<file path="src/rtl/pva_pkg.sv">
package pva_pkg;

    typedef enum logic [2:0] {
        CONT_NONE      = 3'd0,
        CONT_B0        = 3'd1,
        CONT_B01       = 3'd2,
        CONT_B012      = 3'd3,
        CONT_B012_NEXT = 3'd4
    } cont_e;

    typedef enum logic [1:0] {
        OP_HOLD    = 2'd0,
        OP_LOAD    = 2'd1,
        OP_ADVANCE = 2'd2
    } op_e;

endpackage

</file>
<file path="src/rtl/pva_beat_decode.sv">
module pva_beat_decode #(
    parameter int BEATS     = 4,
    parameter int LANE_BITS = 4,
    parameter int CODE_W    = 3
) (
    input  logic [CODE_W-1:0]          code,
    output logic [BEATS-1:0]           beat_run,
    output logic [BEATS*LANE_BITS-1:0] lane_run
);
    import pva_pkg::*;

    int done_cnt;

    // number of leading beats already completed before this pass
    always_comb begin
        case (cont_e'(code))
            CONT_B0:        done_cnt = 1;
            CONT_B01:       done_cnt = 2;
            CONT_B012:      done_cnt = 3;
            CONT_B012_NEXT: done_cnt = 3;
            default:        done_cnt = 0;
        endcase
    end

    for (genvar b = 0; b < BEATS; b++) begin : g_beat
        assign beat_run[b] = (b >= done_cnt);
        assign lane_run[b*LANE_BITS +: LANE_BITS] = {LANE_BITS{beat_run[b]}};
    end

endmodule

</file>
<file path="src/rtl/pva_pred_invert.sv">
module pva_pred_invert #(
    parameter int BEATS     = 4,
    parameter int LANE_BITS = 4,
    parameter int MASK_W    = 4
) (
    input  logic [BEATS*LANE_BITS-1:0] pred_in,
    input  logic [MASK_W-1:0]          mask_lo,
    input  logic [MASK_W-1:0]          mask_hi,
    input  logic [BEATS*LANE_BITS-1:0] lane_run,
    output logic [BEATS*LANE_BITS-1:0] pred_out
);
    localparam int HALF_BEATS = BEATS / 2;
    localparam logic [MASK_W-1:0] TOP_ONLY = MASK_W'(1) << (MASK_W - 1);

    logic flip_lo;
    logic flip_hi;

    // a half flips when its mask has the top bit set and is not the lone top bit
    assign flip_lo = (mask_lo > TOP_ONLY);
    assign flip_hi = (mask_hi > TOP_ONLY);

    for (genvar b = 0; b < BEATS; b++) begin : g_beat
        logic sel;
        if (b < HALF_BEATS) begin : g_lo
            assign sel = flip_lo;
        end else begin : g_hi
            assign sel = flip_hi;
        end
        assign pred_out[b*LANE_BITS +: LANE_BITS] =
            pred_in[b*LANE_BITS +: LANE_BITS] ^
            (lane_run[b*LANE_BITS +: LANE_BITS] & {LANE_BITS{sel}});
    end

endmodule

</file>
<file path="src/rtl/pva_mask_shift.sv">
module pva_mask_shift #(
    parameter int BEATS  = 4,
    parameter int MASK_W = 4
) (
    input  logic [MASK_W-1:0] mask_lo_in,
    input  logic [MASK_W-1:0] mask_hi_in,
    input  logic [BEATS-1:0]  beat_run,
    output logic [MASK_W-1:0] mask_lo_out,
    output logic [MASK_W-1:0] mask_hi_out
);
    // the low field belongs to the last beat of the lower half
    localparam int LO_OWNER = BEATS / 2 - 1;

    assign mask_lo_out = beat_run[LO_OWNER] ? {mask_lo_in[MASK_W-2:0], 1'b0} : mask_lo_in;
    assign mask_hi_out = {mask_hi_in[MASK_W-2:0], 1'b0};

endmodule

</file>
<file path="src/rtl/pva_unit.sv">
module pva_unit #(
    parameter int BEATS     = 4,
    parameter int LANE_BITS = 4,
    parameter int MASK_W    = 4,
    parameter int REG_W     = 32,
    parameter int CODE_W    = 3
) (
    input  logic              clk,
    input  logic              rst_n,
    input  logic              load_en,
    input  logic [REG_W-1:0]  load_val,
    input  logic              adv_en,
    input  logic [CODE_W-1:0] cont_code,
    output logic [REG_W-1:0]  vpr_q
);
    import pva_pkg::*;

    localparam int PRED_W    = BEATS * LANE_BITS;
    localparam int MASK0_LSB = PRED_W;
    localparam int MASK1_LSB = PRED_W + MASK_W;
    localparam int UPPER_LSB = PRED_W + 2 * MASK_W;
    localparam int UPPER_W   = REG_W - UPPER_LSB;
    localparam int SKIP3_W   = (BEATS - 1) * LANE_BITS;
    localparam logic [MASK_W-1:0] TOP_ONLY = MASK_W'(1) << (MASK_W - 1);

    op_e               op;
    logic [REG_W-1:0]  vpr_d;
    logic [REG_W-1:0]  adv_val;
    logic [BEATS-1:0]  beat_run;
    logic [PRED_W-1:0] lane_run;
    logic [PRED_W-1:0] pred_new;
    logic [MASK_W-1:0] mlo_new;
    logic [MASK_W-1:0] mhi_new;

    pva_beat_decode #(.BEATS(BEATS), .LANE_BITS(LANE_BITS), .CODE_W(CODE_W)) u_dec (
        .code     (cont_code),
        .beat_run (beat_run),
        .lane_run (lane_run)
    );

    pva_pred_invert #(.BEATS(BEATS), .LANE_BITS(LANE_BITS), .MASK_W(MASK_W)) u_inv (
        .pred_in  (vpr_q[PRED_W-1:0]),
        .mask_lo  (vpr_q[MASK0_LSB +: MASK_W]),
        .mask_hi  (vpr_q[MASK1_LSB +: MASK_W]),
        .lane_run (lane_run),
        .pred_out (pred_new)
    );

    pva_mask_shift #(.BEATS(BEATS), .MASK_W(MASK_W)) u_shf (
        .mask_lo_in  (vpr_q[MASK0_LSB +: MASK_W]),
        .mask_hi_in  (vpr_q[MASK1_LSB +: MASK_W]),
        .beat_run    (beat_run),
        .mask_lo_out (mlo_new),
        .mask_hi_out (mhi_new)
    );

    assign adv_val = {vpr_q[REG_W-1:UPPER_LSB], mhi_new, mlo_new, pred_new};

    // operation select: load outranks advance
    always_comb begin
        if (load_en)     op = OP_LOAD;
        else if (adv_en) op = OP_ADVANCE;
        else             op = OP_HOLD;
    end

    always_comb begin
        unique case (op)
            OP_LOAD:    vpr_d = load_val;
            OP_ADVANCE: vpr_d = adv_val;
            default:    vpr_d = vpr_q;
        endcase
    end

    always_ff @(posedge clk or negedge rst_n) begin
        if (!rst_n) vpr_q <= '0;
        else        vpr_q <= vpr_d;
    end

    // ---------------- assertions ----------------
    p_reset_clear_r1: assert property (@(posedge clk)
        !rst_n |=> (!rst_n || vpr_q == '0));

    p_hold_r2: assert property (@(posedge clk) disable iff (!rst_n)
        (!load_en && !adv_en) |=> $stable(vpr_q));

    p_load_wins_r3: assert property (@(posedge clk) disable iff (!rst_n)
        load_en |=> vpr_q == $past(load_val));

    p_skip_done_beats_r4: assert property (@(posedge clk) disable iff (!rst_n)
        (adv_en && !load_en && cont_code == CONT_B012)
        |=> vpr_q[SKIP3_W-1:0] == $past(vpr_q[SKIP3_W-1:0]));

    p_low_kept_r5: assert property (@(posedge clk) disable iff (!rst_n)
        (adv_en && !load_en && vpr_q[MASK0_LSB +: MASK_W] <= TOP_ONLY)
        |=> vpr_q[PRED_W/2-1:0] == $past(vpr_q[PRED_W/2-1:0]));

    p_high_kept_r6: assert property (@(posedge clk) disable iff (!rst_n)
        (adv_en && !load_en && vpr_q[MASK1_LSB +: MASK_W] <= TOP_ONLY)
        |=> vpr_q[PRED_W-1:PRED_W/2] == $past(vpr_q[PRED_W-1:PRED_W/2]));

    p_mask_hi_shift_r8: assert property (@(posedge clk) disable iff (!rst_n)
        (adv_en && !load_en)
        |=> vpr_q[MASK1_LSB +: MASK_W] == {$past(vpr_q[MASK1_LSB +: MASK_W-1]), 1'b0});

    p_upper_pass_r9: assert property (@(posedge clk) disable iff (!rst_n)
        (adv_en && !load_en)
        |=> vpr_q[REG_W-1 -: UPPER_W] == $past(vpr_q[REG_W-1 -: UPPER_W]));

endmodule

</file>
<file path="config.mk">
export PLATFORM = sky130hd
export DESIGN_NAME = pva_unit
export DESIGN_NICKNAME = d
export VERILOG_FILES = /design/src/rtl/pva_pkg.sv /design/src/rtl/pva_beat_decode.sv /design/src/rtl/pva_pred_invert.sv /design/src/rtl/pva_mask_shift.sv /design/src/rtl/pva_unit.sv
export SDC_FILE = /design/constraint.sdc
export NUM_CORES = 1
export LEC_CHECK = 0
export BUFFER_PORTS_ARGS = -buffer_cell sky130_fd_sc_hd__buf_2
export CORE_MARGIN = 3
export CORE_UTILIZATION = 51
export CTS_BUF_LIST = sky130_fd_sc_hd__clkbuf_8
export CTS_CLUSTER_SIZE = 16
export DETAILED_ROUTE_END_ITERATION = 8
export HOLD_SLACK_MARGIN = 0.12
export MAX_ROUTING_LAYER = met4
export PLACE_DENSITY = 0.88
export SLEW_MARGIN = 5
export SYNTH_ARGS = -nofsm -noshare
export SYNTH_HDL_FRONTEND = slang
export SYNTH_SLANG_ARGS = --single-unit
</file>
<file path="constraint.sdc">
create_clock -name clk -period 2.05 [get_ports clk]
set_input_delay 0.3075 -clock clk [delete_from_list [all_inputs] [get_ports clk]]
set_output_delay 0.3075 -clock clk [all_outputs]
set_load 0.05 [all_outputs]
</file>
==> metrics.cfg, run 1 <==
[outcome]
status = completed

[sta]
finalCriticalPeriod_ns = 1.46
timing_hold_violations_final = 0
post-route-period-util = 0.712
relSlewSlack = 0.535
finalMaxSlewViolations = 0
worst_clock_skew_ns = 0.00547
maxClockFrequency_mhz = 685
fin_tns_setup_ns = 0
rsz0062_at_grt = no
tightestPinTransition_ns = 0.698
timing.final.setup_violations = 0

[critical_path]
startpoint_class_of_the_critical_path = flop
cp_max_fo = 5
critPathKind = flop to flop
timing.critical_path.cells = o311ai_4, nand3b_4, xor2_1, o21ai_1
crit_buf_inv = 0
required_time_at_the_worst_slack_endpoint_ns = 2.20
timing.critical_path.to_type = flop
regToRegSetupSlack_ns = 0.59
max_stage_delay_ns = 0.42
worstPathArrival_ns = 1.61
critical_path.slowest_cell = sky130_fd_sc_hd__dfrtp_1
timing.critical_path.max_delay_family = compound AO/OA/AOI/OAI gates

[drt]
remaining_drc_errors = 0
drt_first_iter_violations = 54
ant_nets = 0
detail_route.wirelength_mm = 3.18
routed_via_density = 5.17
post_drt_wl_per_cell_um = 13.7
drtPass1Iterations = 4
via_count = 1205

[clock_network]
holdBufCountCts = 1
cts_made_buffers = 5
cts_post_setup_buffers_inserted = 0
ctsLongestPathBuffers = 2
cell_chosen_for_the_clock_root = sky130_fd_sc_hd__clkbuf_8
clk_latency_ns = 0.28
post_cts_resized = 0
clock_tree.htree_level_count = 2
cts.reportedPaths.clkPinSlew_ns = 0.07
cts_tree = done
tritoncts_num_sinks = 32

[pwr]
p_per_area_nw_per_um2 = 956
worst_vdd_drop_v = 0.000943
total_leakage_power_nw = 0.993
design_power_total_mw = 1.88

[yosys]
synthesis.instances = 130
synthesis.area_sq_um = 1490
synthesis.nets = 169
synth_top_area_share = 0.538
synth-warning-count = 0
ys_top_cells_by_area = sky130_fd_sc_hd__dfrtp_1 54%, sky130_fd_sc_hd__xor2_1 7.1%, sky130_fd_sc_hd__nand2_1 6.3%
synth.largest_area_cell = sky130_fd_sc_hd__dfrtp_1
synth-seq-cells = 32
synthesis.area_per_instance_sq_um = 11.4
netlist_cell_types = 22
seq_area_frac_synth = 0.538

[floorplan]
dieArea_sq_um = 3600
core_area_sq_um = 2610
initial_core_util = 0.569
number_of_placement_rows = 18
die_w_um = 60.0
die_y_um = 60.0
top_level_ports = 71

[finish]
largest_register_ffs = 32
layout.cells.non_filler = 233
nets = 241
antenna_cells = 0
synthToLayoutAreaGrowth_pct = 32.1
largestRegisters = vpr_q x32
largest_register = vpr_q
drive_gt1_frac = 0.448

[grt]
grt_max_degree = 34
globalRouteTotalUtil = 0.203
antenna_violations_before_repair = 0
vias_in_the_first_global_route = 1133
grt_pass1_wl_mm = 5.11
grt.overflow.total = 0

[placement]
globalplace.congestion = 0.781
port-buffer-count = 70
place.detailed.instances = 224
detailedPlacementHpwl_mm = 2.35

[job]
cap_viol_max_count = 0

[hold_path]
timing.hold.worst.class = input port to flop

## cells in the mapped netlist
cell type / instances
sky130_fd_sc_hd__dfrtp_1: 32
sky130_fd_sc_hd__mux2_2: 8
sky130_fd_sc_hd__or3b_4: 1
sky130_fd_sc_hd__o21ai_0: 17
sky130_fd_sc_hd__clkbuf_1: 5
sky130_fd_sc_hd__nor3_1: 1
sky130_fd_sc_hd__nand2_1: 25
sky130_fd_sc_hd__nand4_4: 1
sky130_fd_sc_hd__o211a_1: 1
sky130_fd_sc_hd__o311ai_4: 1
sky130_fd_sc_hd__buf_2: 1
sky130_fd_sc_hd__xor2_1: 12
sky130_fd_sc_hd__xnor2_1: 4
sky130_fd_sc_hd__buf_6: 1
sky130_fd_sc_hd__nand3b_4: 1
sky130_fd_sc_hd__nand2b_1: 2
sky130_fd_sc_hd__nand3b_1: 1
sky130_fd_sc_hd__mux2i_1: 6
sky130_fd_sc_hd__o21ai_1: 7
sky130_fd_sc_hd__nand3_4: 1
sky130_fd_sc_hd__o31a_1: 1
sky130_fd_sc_hd__o21a_1: 1
## final cells by class
| type | instances | area [sq um] |
|---|---|---|
| Sequential cell | 32 | 801 |
| Fill cell | 186 | 647 |
| Clock inverter | 3 | 38.8 |
| Multi-Input combinational cell | 91 | 652 |
| Tap cell | 30 | 37.5 |
| Clock buffer | 5 | 68.8 |
| Timing Repair Buffer | 72 | 368 |
## kinds of logic (layout without fill, tap and decap cells)
group	count (synthesis)	after routing	synth area share
AO/OA/AOI/OAI	28	28	0.116
flip-flops	32	32	0.538
XOR/XNOR	16	16	0.0942
multiplexers	14	14	0.101
AND/OR/NAND/NOR	33	33	0.127
buffers and inverters	7	80	0.0235
## metrics by stage
step           cell area, sq um  utilization  setup slack [ns]  hold slack, ns
2_1_floorplan              1490            -             0.439          0.0119
3_3_place_gp               1850        0.707             0.634           0.371
3_5_place_dp               1850        0.707             0.606           0.398
4_1_cts                    1970        0.752             0.584           0.217
5_1_grt                    1970        0.752             0.508           0.218
6_report                   1970        0.752             0.591           0.223
## routing by layer
metal,up-vias,GRT usage,share of wire
met5,-,-,0
met4,0,0.0665,0.0022
met3,2,0.0864,0.11
met2,57,0.321,0.50
met1,558,0.232,0.39
li1,588,-,-
## tightest hold or removal path, delay by kind of cell
| kind | cells | cell delay [ns] |
|---|---|---|
| buffers and inverters | 1 | 0.07 |
| AO/OA/AOI/OAI | 1 | 0.05 |
| AND/OR/NAND/NOR | 1 | 0.03 |
## path summary, 6_finish.rpt
path / start / to / cells after the start
max in group asynchronous: rst_n / vpr_q[25] / 2
setup reg to reg: vpr_q[21] / vpr_q[9] / 4
setup / recovery: vpr_q[21] / vpr_q[9] / 4
min in group asynchronous: rst_n / vpr_q[30] / 2
hold reg to reg: vpr_q[26] / vpr_q[26] / 1
hold / removal: load_val[6] / vpr_q[6] / 3
## report_power, final
group	leakage (nW)	switching, mW	internal, mW	total (mW)
Clock	0.0593	0.222	0.355	0.577
Combinational	0.548	0.388	0.155	0.543
Sequential	0.386	0.0549	0.703	0.758
## cells in the final DEF, fill, tap and decap left out, drive strengths merged
cell type,instances
or3b,1
bufinv,1
o31a,1
dlygate4sd3,1
o21a,1
nand3b,2
o21ai,24
xnor2,4
o311ai,1
nand2b,2
nand3,1
mux2,8
mux2i,6
nand4,1
clkinv,1
clkbuf,5
inv,1
nand2,25
dfrtp,32
buf,71
nor3,1
xor2,12
o211a,1
No activity file was read; power rests on OpenSTA's default activity.
==> inputs of run 2 (changes only) <==
--- a/config.mk
+++ b/config.mk
@@ -5,15 +5,16 @@
 export SDC_FILE = /design/constraint.sdc
 export NUM_CORES = 1
 export LEC_CHECK = 0
+export ABC_AREA = 1
 export BUFFER_PORTS_ARGS = -buffer_cell sky130_fd_sc_hd__buf_2
 export CORE_MARGIN = 3
-export CORE_UTILIZATION = 51
+export CORE_UTILIZATION = 49
 export CTS_BUF_LIST = sky130_fd_sc_hd__clkbuf_8
 export CTS_CLUSTER_SIZE = 16
 export DETAILED_ROUTE_END_ITERATION = 8
 export HOLD_SLACK_MARGIN = 0.12
 export MAX_ROUTING_LAYER = met4
-export PLACE_DENSITY = 0.88
+export PLACE_DENSITY = 0.83
 export SLEW_MARGIN = 5
 export SYNTH_ARGS = -nofsm -noshare
 export SYNTH_HDL_FRONTEND = slang
==> constraint.sdc (replaced) <==
create_clock -name clk -period 1.37 [get_ports clk]
set_input_delay 0.2055 -clock clk [delete_from_list [all_inputs] [get_ports clk]]
set_output_delay 0.2055 -clock clk [all_outputs]
set_load 0.05 [all_outputs]
==> metrics.cfg, run 2 <==
[yosys]
netlist_cell_types = 20
synth_simple_gate_area_share = 0.278
synth_compound_gate_area_share = 0.151
synth_top_area_share = 0.487
synthesis.nets = 248
synthAdderAreaFrac = 0
dominant_combinational_cell_family_by_area_after_synthesis = simple AND/OR/NAND/NOR gates
ys_top_cells_by_area = sky130_fd_sc_hd__dfrtp_1 49%, sky130_fd_sc_hd__nand2_1 17%, sky130_fd_sc_hd__nand3_1 7.3%
synthArstFlopShare = 1.00
synth-warning-count = 0
synthMostInstantiatedCell = sky130_fd_sc_hd__nand2_1
synth.top_cells.by_count = 76 x sky130_fd_sc_hd__nand2_1, 32 x sky130_fd_sc_hd__dfrtp_1, 24 x sky130_fd_sc_hd__inv_1, 24 x sky130_fd_sc_hd__nand3_1, 16 x sky130_fd_sc_hd__a22oi_1
synth_edf_count = 0
synth_mux_area_frac = 0
seq_area_frac_synth = 0.487
synth-seq-cells = 32
synthesis.area_per_instance_sq_um = 7.87
synth.largest_area_cell = sky130_fd_sc_hd__dfrtp_1
synthesis.instances = 209
main_flop_type_after_synthesis = sky130_fd_sc_hd__dfrtp_1
post_synth_xor_area_fraction = 0
synthesis.area_sq_um = 1650

[floorplan]
top_level_ports = 71
die_w_um = 63.9
number_of_placement_rows = 20
core_area_sq_um = 3130
initial_core_util = 0.526
dieArea_sq_um = 4090
die_y_um = 63.9

[finish]
largest_register = vpr_q
synthToLayoutAreaGrowth_pct = 35.1
mostFrequentLayoutCells = 76 x sky130_fd_sc_hd__nand2_1, 70 x sky130_fd_sc_hd__buf_2, 27 x sky130_fd_sc_hd__dfrtp_1, 25 x sky130_fd_sc_hd__inv_1, 24 x sky130_fd_sc_hd__nand3_1
drive_gt1_frac = 0.332
nets = 330
num-fill-cells = 270
mostFrequentLayoutCell = sky130_fd_sc_hd__nand2_1
antenna_cells = 0
largest_register_ffs = 32
largestRegisters = vpr_q x32

[critical_path]
startpoint_class_of_the_critical_path = flop
cp_max_fo = 10
worstPathArrival_ns = 1.42
critical_path.slowest_cell = sky130_fd_sc_hd__dfrtp_1
cp_common_cell = sky130_fd_sc_hd__nand2_1
max_stage_delay_ns = 0.38
critPathKind = flop to flop
timing.critical_path.cells = nor2_1, a21oi_4, nand2_1, nand2_1, nand3_1, nand2_1
regToRegSetupSlack_ns = 0.17
required_time_at_the_worst_slack_endpoint_ns = 1.59
timing.critical_path.to_type = flop

[drt]
ant_nets = 0
drt_first_iter_violations = 123
post_drt_wl_per_cell_um = 12.1
routed_via_density = 4.94
remaining_drc_errors = 0
detail_route.wirelength_mm = 4.06
via_count = 1661
drtPass1Iterations = 4

[grt]
globalRouteTotalUtil = 0.231
grt_pass1_wl_mm = 7.18
vias_in_the_first_global_route = 1580
antenna_violations_before_repair = 0
grt.overflow.total = 0
grt_max_degree = 33

[job]
cap_viol_max_count = 0

[sta]
post-route-period-util = 0.877
timing_hold_violations_final = 0
fin_tns_setup_ns = 0
timing.final.setup_violations = 0
tightestPinTransition_ns = 0.395
finalCriticalPeriod_ns = 1.20
maxClockFrequency_mhz = 832
worst_clock_skew_ns = 0.00462
rsz0062_at_grt = no
finalMaxSlewViolations = 0
relSlewSlack = 0.736

[clock_network]
tritoncts_num_sinks = 32
cts.reportedPaths.clkPinSlew_ns = 0.06
cts_tree = done
ctsLongestPathBuffers = 2
holdBufCountCts = 5
clk_latency_ns = 0.28
cell_chosen_for_the_clock_root = sky130_fd_sc_hd__clkbuf_8
post_cts_resized = 0
cts_post_setup_buffers_inserted = 0
cts_made_buffers = 5
clock_tree.htree_level_count = 2

[hold_path]
timing.hold.worst.class = input port to flop

[placement]
detailedPlacementHpwl_mm = 2.86
port-buffer-count = 70
globalplace.congestion = 0.796

[pwr]
total_leakage_power_nw = 1.23
worst_vdd_drop_v = 0.000825
p_per_area_nw_per_um2 = 1310
design_power_total_mw = 2.90

[outcome]
status = completed

==> run 2: cell types whose count changed after synthesis, moves of 3 or more <==
cell                       change
sky130_fd_sc_hd__a22oi_1      +16
sky130_fd_sc_hd__clkbuf_1      -4
sky130_fd_sc_hd__inv_1        +24
sky130_fd_sc_hd__mux2_2        -8
sky130_fd_sc_hd__mux2i_1       -6
sky130_fd_sc_hd__nand2_1      +51
sky130_fd_sc_hd__nand3_1      +24
sky130_fd_sc_hd__nor2_1        +6
sky130_fd_sc_hd__o21ai_0       -6
sky130_fd_sc_hd__o21ai_1       -6
sky130_fd_sc_hd__o221ai_1      +3
sky130_fd_sc_hd__xnor2_1       -4
sky130_fd_sc_hd__xor2_1       -12
==> run 2: through the flow <==
stage,util,worst slack [ns],std cells,hold slack (ns),cell area [sq um]
CTS,0.707,0.171,335,0.121,2210
finish,0.710,0.168,336,0.124,2220
global route,0.710,0.0396,336,0.132,2220
global placement,0.657,0.206,322,0.248,2050
floorplan,-,0.000740,209,-0.0901,1650
detailed placement,0.657,0.186,322,0.246,2050
==> run 2: path summary, 6_finish.rpt <==
kind,cells after the start,startpoint,endpoint
setup reg to reg,6,vpr_q[17],vpr_q[4]
max in group asynchronous,3,rst_n,vpr_q[20]
min in group asynchronous,3,rst_n,vpr_q[14]
hold reg to reg,2,vpr_q[27],vpr_q[27]
setup / recovery,6,vpr_q[17],vpr_q[4]
hold / removal,3,load_val[26],vpr_q[26]
==> run 2: area by class of cell <==
| cell class | instances | area, sq um | share of cell area |
|---|---|---|---|
| Sequential cell | 32 | 807 | 0.363 |
| Multi-Input combinational cell | 145 | 707 | 0.318 |
| Timing Repair Buffer | 81 | 448 | 0.202 |
| Inverter | 26 | 97.6 | 0.0439 |
| Clock buffer | 5 | 68.8 | 0.0310 |
| Tap cell | 44 | 55.1 | 0.0248 |
| Clock inverter | 3 | 38.8 | 0.0175 |
==> run 2: power breakdown <==
part           total [mW]  switching, mW  internal, mW
combinational       0.906          0.662         0.244
clock               0.863          0.331         0.531
sequential           1.13         0.0841          1.05
total                2.90           1.08          1.83
==> run 2: metal layers <==
metal	vias to the layer above	track usage	wire, um
met3	8	0.0615	249
li1	848	-	-
met2	54	0.381	2030
met1	751	0.271	1700
met4	0	0.0809	80
met5	-	-	0
==> run 2: kinds of logic after synthesis <==
logic type	Yosys count
flops	32
compound gates	35
buf+inv	32
simple gates	110
==> run 2: critical path, delay by kind of cell, from the launching register on <==
family | cells | cell delay [ns]
simple gates | 5 | 0.49
compound gates | 1 | 0.27
flops | 1 | 0.38
==> inputs of run 3 (changes only) <==
--- a/config.mk
+++ b/config.mk
@@ -7,6 +7,7 @@
 export LEC_CHECK = 0
 export ABC_AREA = 1
 export BUFFER_PORTS_ARGS = -buffer_cell sky130_fd_sc_hd__buf_2
+export CORE_ASPECT_RATIO = 1.4
 export CORE_MARGIN = 3
 export CORE_UTILIZATION = 49
 export CTS_BUF_LIST = sky130_fd_sc_hd__clkbuf_8
==> metrics.cfg, run 3 (same netlist as run 2, synthesis figures left out) <==
[hold_path]
min_to = vpr_q[27]
min-delay-start = load_val[27]
timing.hold.worst.class = input port to flop
number_of_cells_on_the_worst_hold_path = 3

[grt]
vias_in_the_first_global_route = 1525
globalRouteTotalUtil = 0.225
grt_pass1_wl_mm = 6.48
antenna_violations_before_repair = 0
grt_max_degree = 18
grt.overflow.total = 0

[clock_network]
cts.reportedPaths.clkPinSlew_ns = 0.07
ctsLongestPathBuffers = 2
clock_tree.htree_level_count = 2
cts_tree = done
cts_post_setup_buffers_inserted = 0
tritoncts_num_sinks = 32
cts_made_buffers = 5
clk_latency_ns = 0.29
cell_chosen_for_the_clock_root = sky130_fd_sc_hd__clkbuf_8

[critical_path]
timing.critical_path.to_type = flop
required_time_at_the_worst_slack_endpoint_ns = 1.54
timing.critical_path.cells = nor2_1, a21oi_2, buf_4, nand2_1, nand2_1, nand3_1, nand2_1
rr_endpoint = vpr_q[11]
crit_buf_inv = 1
startpoint_class_of_the_critical_path = flop
critPathKind = flop to flop
worstPathArrival_ns = 1.41
cp_common_cell = sky130_fd_sc_hd__nand2_1
worst_r2r_path_depth = 7
cp_max_fo = 13
critical_path.slowest_cell = sky130_fd_sc_hd__dfrtp_2
crit-reg2reg-launch = vpr_q[21]
timing.critical_path.max_delay_family = simple AND/OR/NAND/NOR gates
max_stage_delay_ns = 0.41
regToRegSetupSlack_ns = 0.13

[sta]
maxClockFrequency_mhz = 806
finalMaxSlewViolations = 0
worst_clock_skew_ns = 0.00729
timing.final.setup_violations = 0
tightestPinTransition_ns = 0.355
finalCriticalPeriod_ns = 1.24
post-route-period-util = 0.906
relSlewSlack = 0.764
rsz0062_at_grt = no
timing_hold_violations_final = 0
fin_tns_setup_ns = 0
finalHoldWorstSlack_ns = 0.125

[placement]
place.detailed.instances = 317
globalplace.congestion = 0.851
detailedPlacementHpwl_mm = 3.01
port-buffer-count = 70

[finish]
synthToLayoutAreaGrowth_pct = 33.9
nets = 329
layout.cells.non_filler = 330
largest_register = vpr_q
antenna_cells = 0
drive_gt1_frac = 0.337
largestRegisters = vpr_q x32
mostFrequentLayoutCell = sky130_fd_sc_hd__nand2_1
final_core_util = 0.699
mostFrequentLayoutCells = 76 x sky130_fd_sc_hd__nand2_1, 70 x sky130_fd_sc_hd__buf_2, 27 x sky130_fd_sc_hd__dfrtp_1, 24 x sky130_fd_sc_hd__inv_1, 24 x sky130_fd_sc_hd__nand3_1
largest_register_ffs = 32

[drt]
drtPass1Iterations = 4
detail_route.wirelength_mm = 4.12
ant_nets = 0
routed_via_density = 5.11
drt_first_iter_violations = 58
post_drt_wl_per_cell_um = 12.5
remaining_drc_errors = 0
via_count = 1687

[pwr]
design_power_total_mw = 2.78
worst_vdd_drop_v = 0.000808
p_per_area_nw_per_um2 = 1260
total_leakage_power_nw = 1.23

[floorplan]
die_w_um = 55.0
top_level_ports = 71
die_y_um = 74.6
core_area_sq_um = 3150
initial_core_util = 0.522
number_of_placement_rows = 24
dieArea_sq_um = 4100

[job]
cap_viol_max_count = 0

[outcome]
status = completed

==> run 3: changes by cell type in the layout (fill, tap and decap cells not counted) <==
cell,before,now
sky130_fd_sc_hd__inv_1,25,24
sky130_fd_sc_hd__buf_4,5,4
sky130_fd_sc_hd__clkbuf_8,5,6
sky130_fd_sc_hd__dlygate4sd3_1,6,5
sky130_fd_sc_hd__bufinv_16,1,0
sky130_fd_sc_hd__buf_12,0,1
sky130_fd_sc_hd__clkinv_2,1,2
==> run 3: worst register-to-register path: cells and delay by family (launching register included) <==
family	cells	cell delay, ns
AND/OR/NAND/NOR	5	0.47
flip-flops	1	0.41
AO/OA/AOI/OAI	1	0.06
buffers and inverters	1	0.18
==> run 3: metrics by stage <==
step	setup WS (ns)	instance area, sq um
CTS	0.112	2200
global placement	0.189	2060
global route	0.0116	2200
floorplan	0.000740	1650
detailed placement	0.150	2060
finish	0.129	2200
==> run 3: worst max-delay path by stage <==
stage / slack (ns) / to / startpoint / depth (start not counted)
2_1_floorplan: 0.0007 / vpr_q[4] / vpr_q[17] / 6
3_3_place_gp: 0.19 / vpr_q[12] / load_en / 6
3_5_place_dp: 0.15 / vpr_q[15] / load_en / 6
4_1_cts: 0.11 / vpr_q[11] / vpr_q[21] / 7
5_1_grt: 0.01 / vpr_q[8] / vpr_q[21] / 7
6_report: 0.13 / vpr_q[11] / vpr_q[21] / 7
==> run 3: power by group <==
group	internal (mW)	switching, mW
logic	0.246	0.662
clock network	0.400	0.339
registers	1.05	0.0865
total	1.70	1.09
==> run 3: final cells by class <==
cell class | instances | area (sq um)
clock inverters | 2 | 10.0
inverters | 26 | 97.6
multi-input cells | 145 | 707
flip-flops and latches | 32 | 807
clock buffers | 6 | 82.6
repair buffers | 80 | 450
well taps | 39 | 48.8
fillers | 272 | 950
==> run 3: per-layer routing <==
layer / vias up / GRT usage / part of all wire
met5: - / - / 0
met4: 0 / 0.0838 / 0.015
met3: 8 / 0.0661 / 0.072
met2: 67 / 0.358 / 0.52
met1: 769 / 0.264 / 0.39
li1: 843 / - / -
==> run 3: timing repair <==
| item | in CTS | in global routing |
|---|---|---|
| hold buffers | 5 | 0 |
| resized for setup | 0 | 0 |
| endpoints found under the hold margin | 19 | 0 |
